$ cat config.mk
export PLATFORM = sky130hd
export DESIGN_NAME = tslot_port
export DESIGN_NICKNAME = d
export VERILOG_FILES = /design/src/rtl/tslot_pkg.sv /design/src/rtl/tslot_ctrl.sv /design/src/rtl/tslot_datapath.sv /design/src/rtl/tslot_port.sv
export SDC_FILE = /design/constraint.sdc
export NUM_CORES = 1
export LEC_CHECK = 0
export CORE_MARGIN = 2
export CORE_UTILIZATION = 30
export CTS_CLUSTER_SIZE = 25
export DETAILED_ROUTE_END_ITERATION = 10
export GPL_TIMING_DRIVEN = 0
export HOLD_SLACK_MARGIN = 0.1
export PLACE_DENSITY = 0.48
export RECOVER_POWER = 25
export SYNTH_ARGS = -nofsm -noshare
export SYNTH_HDL_FRONTEND = slang
export SYNTH_SLANG_ARGS = --single-unit
$ cat constraint.sdc
create_clock -name bitClk -period 3.02 [get_ports bitClk]
set_clock_uncertainty 0.2 [all_clocks]
set_input_delay 0.604 -clock bitClk [delete_from_list [all_inputs] [get_ports bitClk]]
set_output_delay 0.604 -clock bitClk [all_outputs]
set_load 0.05 [all_outputs]
$ cat src/rtl/tslot_pkg.sv
package tslot_pkg;

  // Strobes from control to datapath, valid for the current cycle.
  typedef struct packed {
    logic wordLoad;  // sync edge: capture parallel transmit word
    logic txDrive;   // this rising edge launches a slot bit
    logic rxTake;    // the coming falling edge samples a slot bit
    logic rxDone;    // eighth bit already sampled: publish word
  } slotCtrl_t;

endpackage

$ cat src/rtl/tslot_ctrl.sv
module tslot_ctrl
  import tslot_pkg::*;
#(
  parameter int SAMPLE_W   = 8,
  parameter int CNT_W      = 5,
  parameter int B1_START   = 1,
  parameter int B2_START   = 11,
  parameter int MODE_SYNCS = 2
) (
  input  logic      bitClk,
  input  logic      rstN,
  input  logic      syncIn,
  input  logic      modeIn,
  input  logic      chanSel,
  output slotCtrl_t ctrl
);

  localparam int MODE_W = $clog2(MODE_SYNCS + 1);
  localparam logic [CNT_W-1:0]  POS_IDLE  = {CNT_W{1'b1}};
  localparam logic [CNT_W-1:0]  POS_FIRST = CNT_W'(1);
  localparam logic [CNT_W-1:0]  B1_POS    = CNT_W'(B1_START);
  localparam logic [CNT_W-1:0]  B2_POS    = CNT_W'(B2_START);
  localparam logic [CNT_W-1:0]  SLOT_SPAN = CNT_W'(SAMPLE_W - 1);
  localparam logic [MODE_W-1:0] MODE_FULL = MODE_W'(MODE_SYNCS);
  localparam logic [MODE_W-1:0] MODE_ARM  = MODE_W'(MODE_SYNCS - 1);

  logic [CNT_W-1:0]  slotPos;
  logic [CNT_W-1:0]  slotStart;
  logic [CNT_W-1:0]  slotEnd;
  logic [MODE_W-1:0] modeCnt;
  logic              chanLat;
  logic              portEn;
  logic              inWindow;

  // Position inside the frame: 1 on the first edge after sync.
  always_ff @(posedge bitClk or negedge rstN) begin
    if (!rstN) begin
      slotPos <= POS_IDLE;
      chanLat <= 1'b0;
    end else if (syncIn) begin
      slotPos <= POS_FIRST;
      chanLat <= chanSel;
    end else if (slotPos != POS_IDLE) begin
      slotPos <= slotPos + 1'b1;
    end
  end

  // Mode qualifier: count sync pulses seen while modeIn stays high.
  always_ff @(posedge bitClk or negedge rstN) begin
    if (!rstN) begin
      modeCnt <= '0;
      portEn  <= 1'b0;
    end else if (!modeIn) begin
      modeCnt <= '0;
      portEn  <= 1'b0;
    end else if (syncIn) begin
      if (modeCnt >= MODE_ARM) portEn <= 1'b1;
      if (modeCnt < MODE_FULL) modeCnt <= modeCnt + 1'b1;
    end
  end

  assign slotStart = chanLat ? B2_POS : B1_POS;
  assign slotEnd   = slotStart + SLOT_SPAN;
  assign inWindow  = portEn && (slotPos >= slotStart) && (slotPos <= slotEnd);

  always_comb begin
    ctrl          = '0;
    ctrl.wordLoad = syncIn;
    ctrl.txDrive  = inWindow && modeIn && !syncIn;
    ctrl.rxTake   = inWindow;
    ctrl.rxDone   = portEn && modeIn && (slotPos == slotEnd);
  end

  // Run length of consecutive drive cycles, for the slot-length check.
  logic [CNT_W-1:0] driveRun;
  always_ff @(posedge bitClk or negedge rstN) begin
    if (!rstN)             driveRun <= '0;
    else if (ctrl.txDrive) driveRun <= driveRun + 1'b1;
    else                   driveRun <= '0;
  end

  p_slot_len_r3: assert property (@(posedge bitClk) disable iff (!rstN)
    driveRun <= CNT_W'(SAMPLE_W));

endmodule

$ cat src/rtl/tslot_datapath.sv
module tslot_datapath
  import tslot_pkg::*;
#(
  parameter int SAMPLE_W = 8
) (
  input  logic                bitClk,
  input  logic                rstN,
  input  slotCtrl_t           ctrl,
  input  logic [SAMPLE_W-1:0] txSample,
  input  logic                rxIn,
  output logic                txBit,
  output logic                txOe,
  output logic [SAMPLE_W-1:0] rxSample,
  output logic                rxValid
);

  localparam int MSB = SAMPLE_W - 1;

  logic [SAMPLE_W-1:0] txShReg;
  logic [SAMPLE_W-1:0] rxShReg;

  // Transmit: load at sync, shift out MSB first on drive edges.
  always_ff @(posedge bitClk or negedge rstN) begin
    if (!rstN) begin
      txShReg <= '0;
      txBit   <= 1'b0;
      txOe    <= 1'b0;
    end else begin
      txOe  <= ctrl.txDrive;
      txBit <= ctrl.txDrive ? txShReg[MSB] : 1'b0;
      if (ctrl.wordLoad)     txShReg <= txSample;
      else if (ctrl.txDrive) txShReg <= {txShReg[MSB-1:0], 1'b0};
    end
  end

  // Receive: sample on falling edges inside the slot.
  always_ff @(negedge bitClk or negedge rstN) begin
    if (!rstN)            rxShReg <= '0;
    else if (ctrl.rxTake) rxShReg <= {rxShReg[MSB-1:0], rxIn};
  end

  // Publish the assembled word on the rising edge after the last bit.
  always_ff @(posedge bitClk or negedge rstN) begin
    if (!rstN) begin
      rxSample <= '0;
      rxValid  <= 1'b0;
    end else begin
      rxValid <= ctrl.rxDone;
      if (ctrl.rxDone) rxSample <= rxShReg;
    end
  end

  p_valid_pulse_r8: assert property (@(posedge bitClk) disable iff (!rstN)
    rxValid |=> !rxValid);

endmodule

$ cat src/rtl/tslot_port.sv
module tslot_port
  import tslot_pkg::*;
#(
  parameter int SAMPLE_W   = 8,
  parameter int CNT_W      = 5,
  parameter int B1_START   = 1,
  parameter int B2_START   = 11,
  parameter int MODE_SYNCS = 2
) (
  input  logic                bitClk,
  input  logic                rstN,
  input  logic                syncIn,
  input  logic                modeIn,
  input  logic                chanSel,
  input  logic [SAMPLE_W-1:0] txSample,
  input  logic                rxIn,
  output logic                txBit,
  output logic                txOe,
  output logic [SAMPLE_W-1:0] rxSample,
  output logic                rxValid
);

  slotCtrl_t ctrl;

  tslot_ctrl #(
    .SAMPLE_W  (SAMPLE_W),
    .CNT_W     (CNT_W),
    .B1_START  (B1_START),
    .B2_START  (B2_START),
    .MODE_SYNCS(MODE_SYNCS)
  ) ctrl_i (
    .bitClk (bitClk),
    .rstN   (rstN),
    .syncIn (syncIn),
    .modeIn (modeIn),
    .chanSel(chanSel),
    .ctrl   (ctrl)
  );

  tslot_datapath #(
    .SAMPLE_W(SAMPLE_W)
  ) dp_i (
    .bitClk  (bitClk),
    .rstN    (rstN),
    .ctrl    (ctrl),
    .txSample(txSample),
    .rxIn    (rxIn),
    .txBit   (txBit),
    .txOe    (txOe),
    .rxSample(rxSample),
    .rxValid (rxValid)
  );

  p_sync_quiet_r10: assert property (@(posedge bitClk) disable iff (!rstN)
    syncIn |=> !txOe);

  p_mode_off_r2: assert property (@(posedge bitClk) disable iff (!rstN)
    !modeIn |=> (!txOe && !rxValid));

endmodule

---- Word-level counts from Yosys, hierarchy flattened ----
Index checks and enable logic that the tools add are counted.
operators by class
  mux-type cells .......................... 12
  reductions and logical operators ........ 11
  add/sub/neg operators ................... 3
  equal/unequal tests ..................... 5
  $lt $le $gt $ge ......................... 4
operators with widths
  operator             number
  $mux 8               2
  $mux 5               2
  $logic_and 1x1->1    6
  $mux 2               3
  $add 5x1->5 const B  1
  $add 5x3->5 const B  1
  $eq 5x5->1           1
  $ge 5x5->1           1
  $le 5x5->1           1
  $ne 5x5->1 const B   1
  $mux 1               4
  $mux 4               1
  $ne 2x1->1 const B   2
  $reduce_and 2->1     2
  $reduce_bool 2->1    2
  $add 2x1->2 const B  1
  $ge 2x1->1 const B   1
  $lt 2x2->1 const B   1
  $ne 2x2->1 const B   1
  $logic_not 1->1      1
word-level totals
  bits of input ports ..................... 14
  register bits after elaboration ......... 36
  output and inout port bits .............. 11
  word-level logic and storage cells ...... 45

---- Depth between registers and ports, before layout ----
Gate-level depths: netlist (run 1).
  word-level depth ........................ 8
  gate-level depth with buffers ........... 8
  depth with buffers taken out ............ 7

---- Hierarchy ----
Synthesis (run 1) repeated with hierarchy kept, for this count alone.
second synthesis, totals
  cells, all modules ...................... 128
  area, all modules ....................... 1696.6 um2
modules (own cells, without submodules)
  module          seq. area each (um2)  area each (um2)  instances  cells an instance
  tslot_datapath  675.6                 1113.6           1          72
  tslot_ctrl      231.5                 583.1            1          56

==> results of run 1 <==
## stage by stage
stage	hold slack, ns	util [%]	worst slack (ns)
6_report	0.202	42.3	-0.724
5_1_grt	0.263	42.3	-0.784
4_1_cts	0.226	40.8	-0.778
3_5_place_dp	0.259	37.4	-0.835
3_3_place_gp	0.246	37.5	-1.07
2_1_floorplan	0.108	-	-0.616
## cell usage in the layout (no fill, tap or decap), types with 6 or more instances in the layout
cell             netlist  routed
mux2_2                16       8
a221o_1                6       6
clkdlybuf4s50_1        0      22
dfrtn_1                8       8
mux2_4                 0       8
nor2b_1                8       8
buf_4                  0      14
dfrtp_1               23      23
nor2_1                 7       6
## worst max-delay path, delay by kind of cell, from the launching register on
| family | cells | cell delay, ns |
|---|---|---|
| compound gates | 2 | 0.61 |
| flops | 1 | 0.59 |
| mux | 1 | 0.31 |
| fa+ha+maj | 1 | 0.22 |
| simple gates | 2 | 0.16 |
## power by group through the flow
stage	Clock, W	Combinational, W	Sequential [W]
after CTS	0.000441	0.000213	0.000578
final	0.000422	0.000244	0.000582
after global placement	0	0.000194	0.000586
after detailed placement	0	0.000201	0.000587
after floorplan	0	0.000131	0.000589
after global routing	0.000465	0.000268	0.000590
## state kept, by name (all words and copies together), names as in the netlist
name            flops
dp_i.rxSample       8
dp_i.txOe           1
ctrl_i.slotPos      5
dp_i.txBit          1
ctrl_i.modeCnt      2
dp_i.rxValid        1
dp_i.rxShReg        8
dp_i.txShReg        8
ctrl_i.portEn       1
ctrl_i.chanLat      1
## per-layer routing
layer / part of all wire (%) / GRT usage, % / vias up
met1: 45 / 16.2 / 559
met3: 5.5 / 3.30 / 2
li1: - / - / 549
met5: 0 / 0 / -
met2: 49 / 18.4 / 29
met4: 0.55 / 4.66 / 0
## kinds of logic (layout without fill, tap and decap cells)
kind of cell               after synthesis  after routing  synth area share [%]
DFF                                     36             36                  54.0
AOI/OAI and AO/OA                       21             21                  9.69
xor gates and xnor gates                 3              3                  1.57
and+or+nand+nor                         34             34                  13.8
adders and majority gates                7              7                  5.22
buffers and inverters                   12             56                  3.80
muxes                                   18             18                  11.9
## what timing repair did
action                                  in CTS  in global routing
endpoints found under the setup margin       8                 16
setup buffers                               10                  4
gates resized for setup                      0                 16
pin swaps                                    2                  7
## area by class of cell
class	instances	area, sq um
well taps	72	90.1
flip-flops and latches	36	907
inverters	6	22.5
repair buffers	37	330
multi-input cells	83	806
fillers	507	3140
plain buffers	5	33.8
clock buffers	5	68.8
clock inverters	3	42.5
## path summary, 6_finish.rpt
kind | slack, ns | end | startpoint | cells past startpoint
setup / recovery | -0.72 | dp_i.rxShReg[1] | ctrl_i.slotPos[1] | 6
hold / removal | 0.20 | ctrl_i.chanLat | rstN | 1
setup reg to reg | -0.72 | dp_i.rxShReg[1] | ctrl_i.slotPos[1] | 6
hold reg to reg | 0.26 | dp_i.rxShReg[7] | dp_i.rxShReg[7] | 1
max in group asynchronous | 0.48 | dp_i.rxShReg[0] | rstN | 1
min in group bitClk | 0.26 | dp_i.rxShReg[7] | dp_i.rxShReg[7] | 1
==> metrics.md, run 1 <==
| Metric | Value |
|---|---|
| Top cell type's share of synthesized area | 34.3% |
| Syn_nets | 152 |
| CP Capture Type | flip-flop |
| Required @ worst endpoint | 1.45 ns |
| Core area | 5440 sq um |
| Vias post-DR | 1139 |
| Most common cell in the netlist | dfrtp_1 |
| Crit Path Class | flip-flop to flip-flop |
| Post-Place Cells | 226 |
| Setup TNS | -5.77 ns |
| Post-Layout Inst Area | 2300 sq um |
| Layout area overhead | 37.0% |
| Clk sinks | 36 |
| Layout cells sized above 1 | 32.6% |
| Area leader, netlist | dfrtp_1 |
| Peak VDD IR | 0.240 mV |
| RePlAce Congestion | 0.739 |
| GRT overflow | 0 |
| Startpoint types | flip-flop |
| Post-synth top flop | dfrtp_1 |
| Rel. slew slack | 46.1% |
| Top cells by area, synth | dfrtp_1 34%, dfrtn_1 12%, mux2_2 11%, dfstp_2 7.8%, ha_1 5.2% |
| Syn Std Cell Area | 1680 sq um |
| Number of flops mapped to enable cells by yosys | 0 |
| Failing checks | negative setup slack |
| GR Util All Layers | 12.0% |
| CTS max path bufs | 2 |
| Avg Inst Size Synth | 12.8 sq um |
| Total CTS buffers | 5 |
| Final setup margin | -0.724 ns |
| Worst-margin pin slew | 0.808 ns |
| Starting DRT DRC Count | 48 |
| DP Wirelength | 2.24 mm |
| Final hold vios | 0 |
| Worst-path clk slew | 0.08 ns |
| Pleak | 1.02 nW |
| Total Power | 0.00125 W |
| Die area | 6210 sq um |
| CTS Hold Bufs | 0 |
| Status | finished, violations left |
| DRC viols | 0 |
| Internal | 0.000925 W |
| Crit-path max FO | 8 |
| Part of the power in combinational logic | 19.6% |
| Clock power share | 33.8% |
| Layout Cells excl Fill | 247 |
| Row cnt | 27 |
| Synth cell count leaders | 23 x dfrtp_1, 16 x mux2_2, 8 x dfrtn_1, 8 x nor2b_1 |
| Nets | 195 |
| Cells after Synth | 131 |
| Starting Density | 30.9% |
| Die Height | 78.8 um |
| Worst skew pair latency | 0.29 ns |
| Root Driver | clkbuf_8 |
| Placed instance area | 2030 sq um |
| Port bufs | 23 |
| 1st-pass router iterations | 4 |
| RSZ-0062 raised after global routing | yes |
| H-tree levels | 2 |
| Io pins | 25 |
| DR WL/cell | 14.1 um |
| Critical Path AT | 2.17 ns |
| Synthesized flop and latch total | 36 |
| Number of global-route vias before repair | 1203 |
| HP Class | input pin to async pin |
| Flop pwr share | 46.6% |
| DR vias/cell | 4.61 |
| Sw Share | 25.9% |
| Final wirelength | 3.47 mm |
| Asr flop ratio synth | 100% |
| First-pass GRT wire length | 5.76 mm |
| Synth Warn # | 0 |
| Number of diodes | 0 |
| Total power density per cell area | 543 nW/um^2 |
| Critical Path Max Stage Delay | 0.59 ns |
| Max_cap viols | 0 |
| Yosys cell types | 37 |
| Sequential share of the synthesized area | 54.0% |
| Pin count of the biggest net entering global routing | 37 |
| Setup violations, final | 8 |
| Antenna viol nets, final | 0 |
| Max-slew violations | 0 |
| Initial antenna violation count | 0 |
| CP cell instances | ha_4 -> a211o_1 -> a211o_4 -> nand2_4 -> nor2_8 -> mux2_4 |
| P_sw | 0.000324 W |
| Die Span X | 78.8 um |
| CP max-delay cell | dfstp_2 |
| TritonCTS clock tree | built |
(Power assumes the default switching activity.)
==> run 2, diff against run 1 <==
CTS_BUF_LIST = sky130_fd_sc_hd__clkbuf_4 sky130_fd_sc_hd__clkbuf_8   (was default)
==> results of run 2 <==
Final layout, timing and power as in run 1 (identical DEF).
==> run 3, diff against run 2 <==
CTS_BUF_LIST = sky130_fd_sc_hd__clkbuf_4   (was sky130_fd_sc_hd__clkbuf_4 sky130_fd_sc_hd__clkbuf_8)
RECOVER_POWER = 50   (was 25)
==> metrics.md, run 3 (synthesis results as in run 1) <==
| Metric | Value |
|---|---|
| Status | finished, violations left |
| Failing checks | negative setup slack |
| CTS Hold Bufs | 0 |
| H-tree levels | 2 |
| Initial antenna violation count | 0 |
| Critical Path Max Stage Delay | 0.60 ns |
| Commonest cells after routing, fill and taps aside | 23 x dfrtp_1, 22 x clkdlybuf4s50_1, 15 x buf_4 |
| Max_cap viols | 0 |
| Total CTS buffers | 5 |
| Critical Path AT | 2.23 ns |
| Placed instance area | 2030 sq um |
| Worst-path clk slew | 0.12 ns |
| Number of diodes | 0 |
| Row cnt | 27 |
| Total power density per cell area | 514 nW/um^2 |
| RSZ-0062 raised after global routing | yes |
| CTS max path bufs | 2 |
| Final setup margin | -0.744 ns |
| Max-slew violations | 0 |
| Core area | 5440 sq um |
| Antenna viol nets, final | 0 |
| Layout area overhead | 36.1% |
| CP max-delay cell | dfstp_2 |
| Rel. slew slack | 46.2% |
| Vias post-DR | 1150 |
| Family with the most delay on the worst path | compound AO/OA/AOI/OAI gates |
| Nets | 196 |
| Final wirelength | 3.52 mm |
| DP Wirelength | 2.24 mm |
| Worst hold slack | 0.124 ns |
| Layout cells sized above 1 | 33.0% |
| 1st-pass router iterations | 4 |
| GRT overflow | 0 |
| Worst skew pair latency | 0.35 ns |
| Total Power | 0.00118 W |
| CP Buf/Inv Count | 0 |
| Commonest non-fill, non-tap cell in the layout | dfrtp_1 |
| Port bufs | 23 |
| Worst-margin pin slew | 0.806 ns |
| First-pass GRT wire length | 5.82 mm |
| Number of global-route vias before repair | 1221 |
| Starting Density | 30.9% |
| Die Span X | 78.8 um |
| DR vias/cell | 4.64 |
| Filler cell count in the final layout | 519 |
| Clk sinks | 36 |
| Final Util | 42.0% |
| Starting DRT DRC Count | 33 |
| CP cell instances | ha_4 -> a211o_1 -> a211o_4 -> nand2_4 -> nor2_8 -> mux2_4 |
| DRC viols | 0 |
| Pin count of the biggest net entering global routing | 37 |
| Crit Path Class | flip-flop to flip-flop |
| Die area | 6210 sq um |
| Peak VDD IR | 0.228 mV |
| Die Height | 78.8 um |
| Post-Layout Inst Area | 2290 sq um |
| DR WL/cell | 14.2 um |
| Io pins | 25 |
| Required @ worst endpoint | 1.49 ns |
| Regs by FF count | dp_i.rxSample: 8 flops, dp_i.rxShReg: 8 flops, dp_i.txShReg: 8 flops |
| CP Capture Type | flip-flop |
| Root Driver | clkbuf_4 |
| Crit-path max FO | 8 |
| RePlAce Congestion | 0.739 |
| Startpoint types | flip-flop |
| Final hold vios | 0 |
| GR Util All Layers | 12.2% |
| TritonCTS clock tree | built |
| HP Class | input pin to async pin |
| Setup violations, final | 16 |
| Pleak | 1.01 nW |
## run 3: routing by layer
layer  vias up  global-route usage (%)  share of wire [%]
met5         -                       0                  0
met4         0                    5.17                2.1
met3         7                    3.30                4.8
met2        24                    18.8                 48
met1       565                    16.1                 45
li1        554                       -                  -
## run 3: cell type report
type / count / area [sq um] / area share [%]
buffer: 5 / 33.8 / 1.48
clock buffer: 5 / 37.5 / 1.64
clock inverter: 3 / 42.5 / 1.86
inverter: 6 / 22.5 / 0.985
multi-input combinational: 83 / 815 / 35.6
sequential: 36 / 907 / 39.7
tap: 72 / 90.1 / 3.94
timing repair buffer: 38 / 338 / 14.8
## run 3: metrics by stage
stage          setup TNS, ns  std cells  worst slack, ns
2_1_floorplan          -4.93        131           -0.616
3_3_place_gp          -14.76        226            -1.07
3_5_place_dp           -6.64        226           -0.835
4_1_cts                -6.43        244           -0.811
5_1_grt                -7.74        248           -0.808
6_report               -6.56        248           -0.744
## run 3: final timing paths
kind	from	endpoint	slack, ns	depth (start not counted)
hold reg to reg	dp_i.rxShReg[7]	dp_i.rxShReg[7]	0.26	1
setup reg to reg	ctrl_i.slotPos[1]	dp_i.rxShReg[1]	-0.74	6
hold / removal	rstN	ctrl_i.chanLat	0.12	1
setup / recovery	ctrl_i.slotPos[1]	dp_i.rxShReg[1]	-0.74	6
max in group asynchronous	rstN	dp_i.rxShReg[0]	0.54	1
min in group bitClk	dp_i.rxShReg[7]	dp_i.rxShReg[7]	0.26	1
## run 3: power breakdown
part / internal (W) / switching, W / total [W]
clock network: 0.000172 / 0.000173 / 0.000345
logic: 0.000143 / 0.000106 / 0.000249
registers: 0.000541 / 0.0000411 / 0.000582
## run 3: timing repair
item | 4_1_cts | 5_1_grt
resized for setup | 0 | 17
pin swaps | 2 | 6
setup endpoints to repair | 8 | 16
buffers inserted | 10 | 5
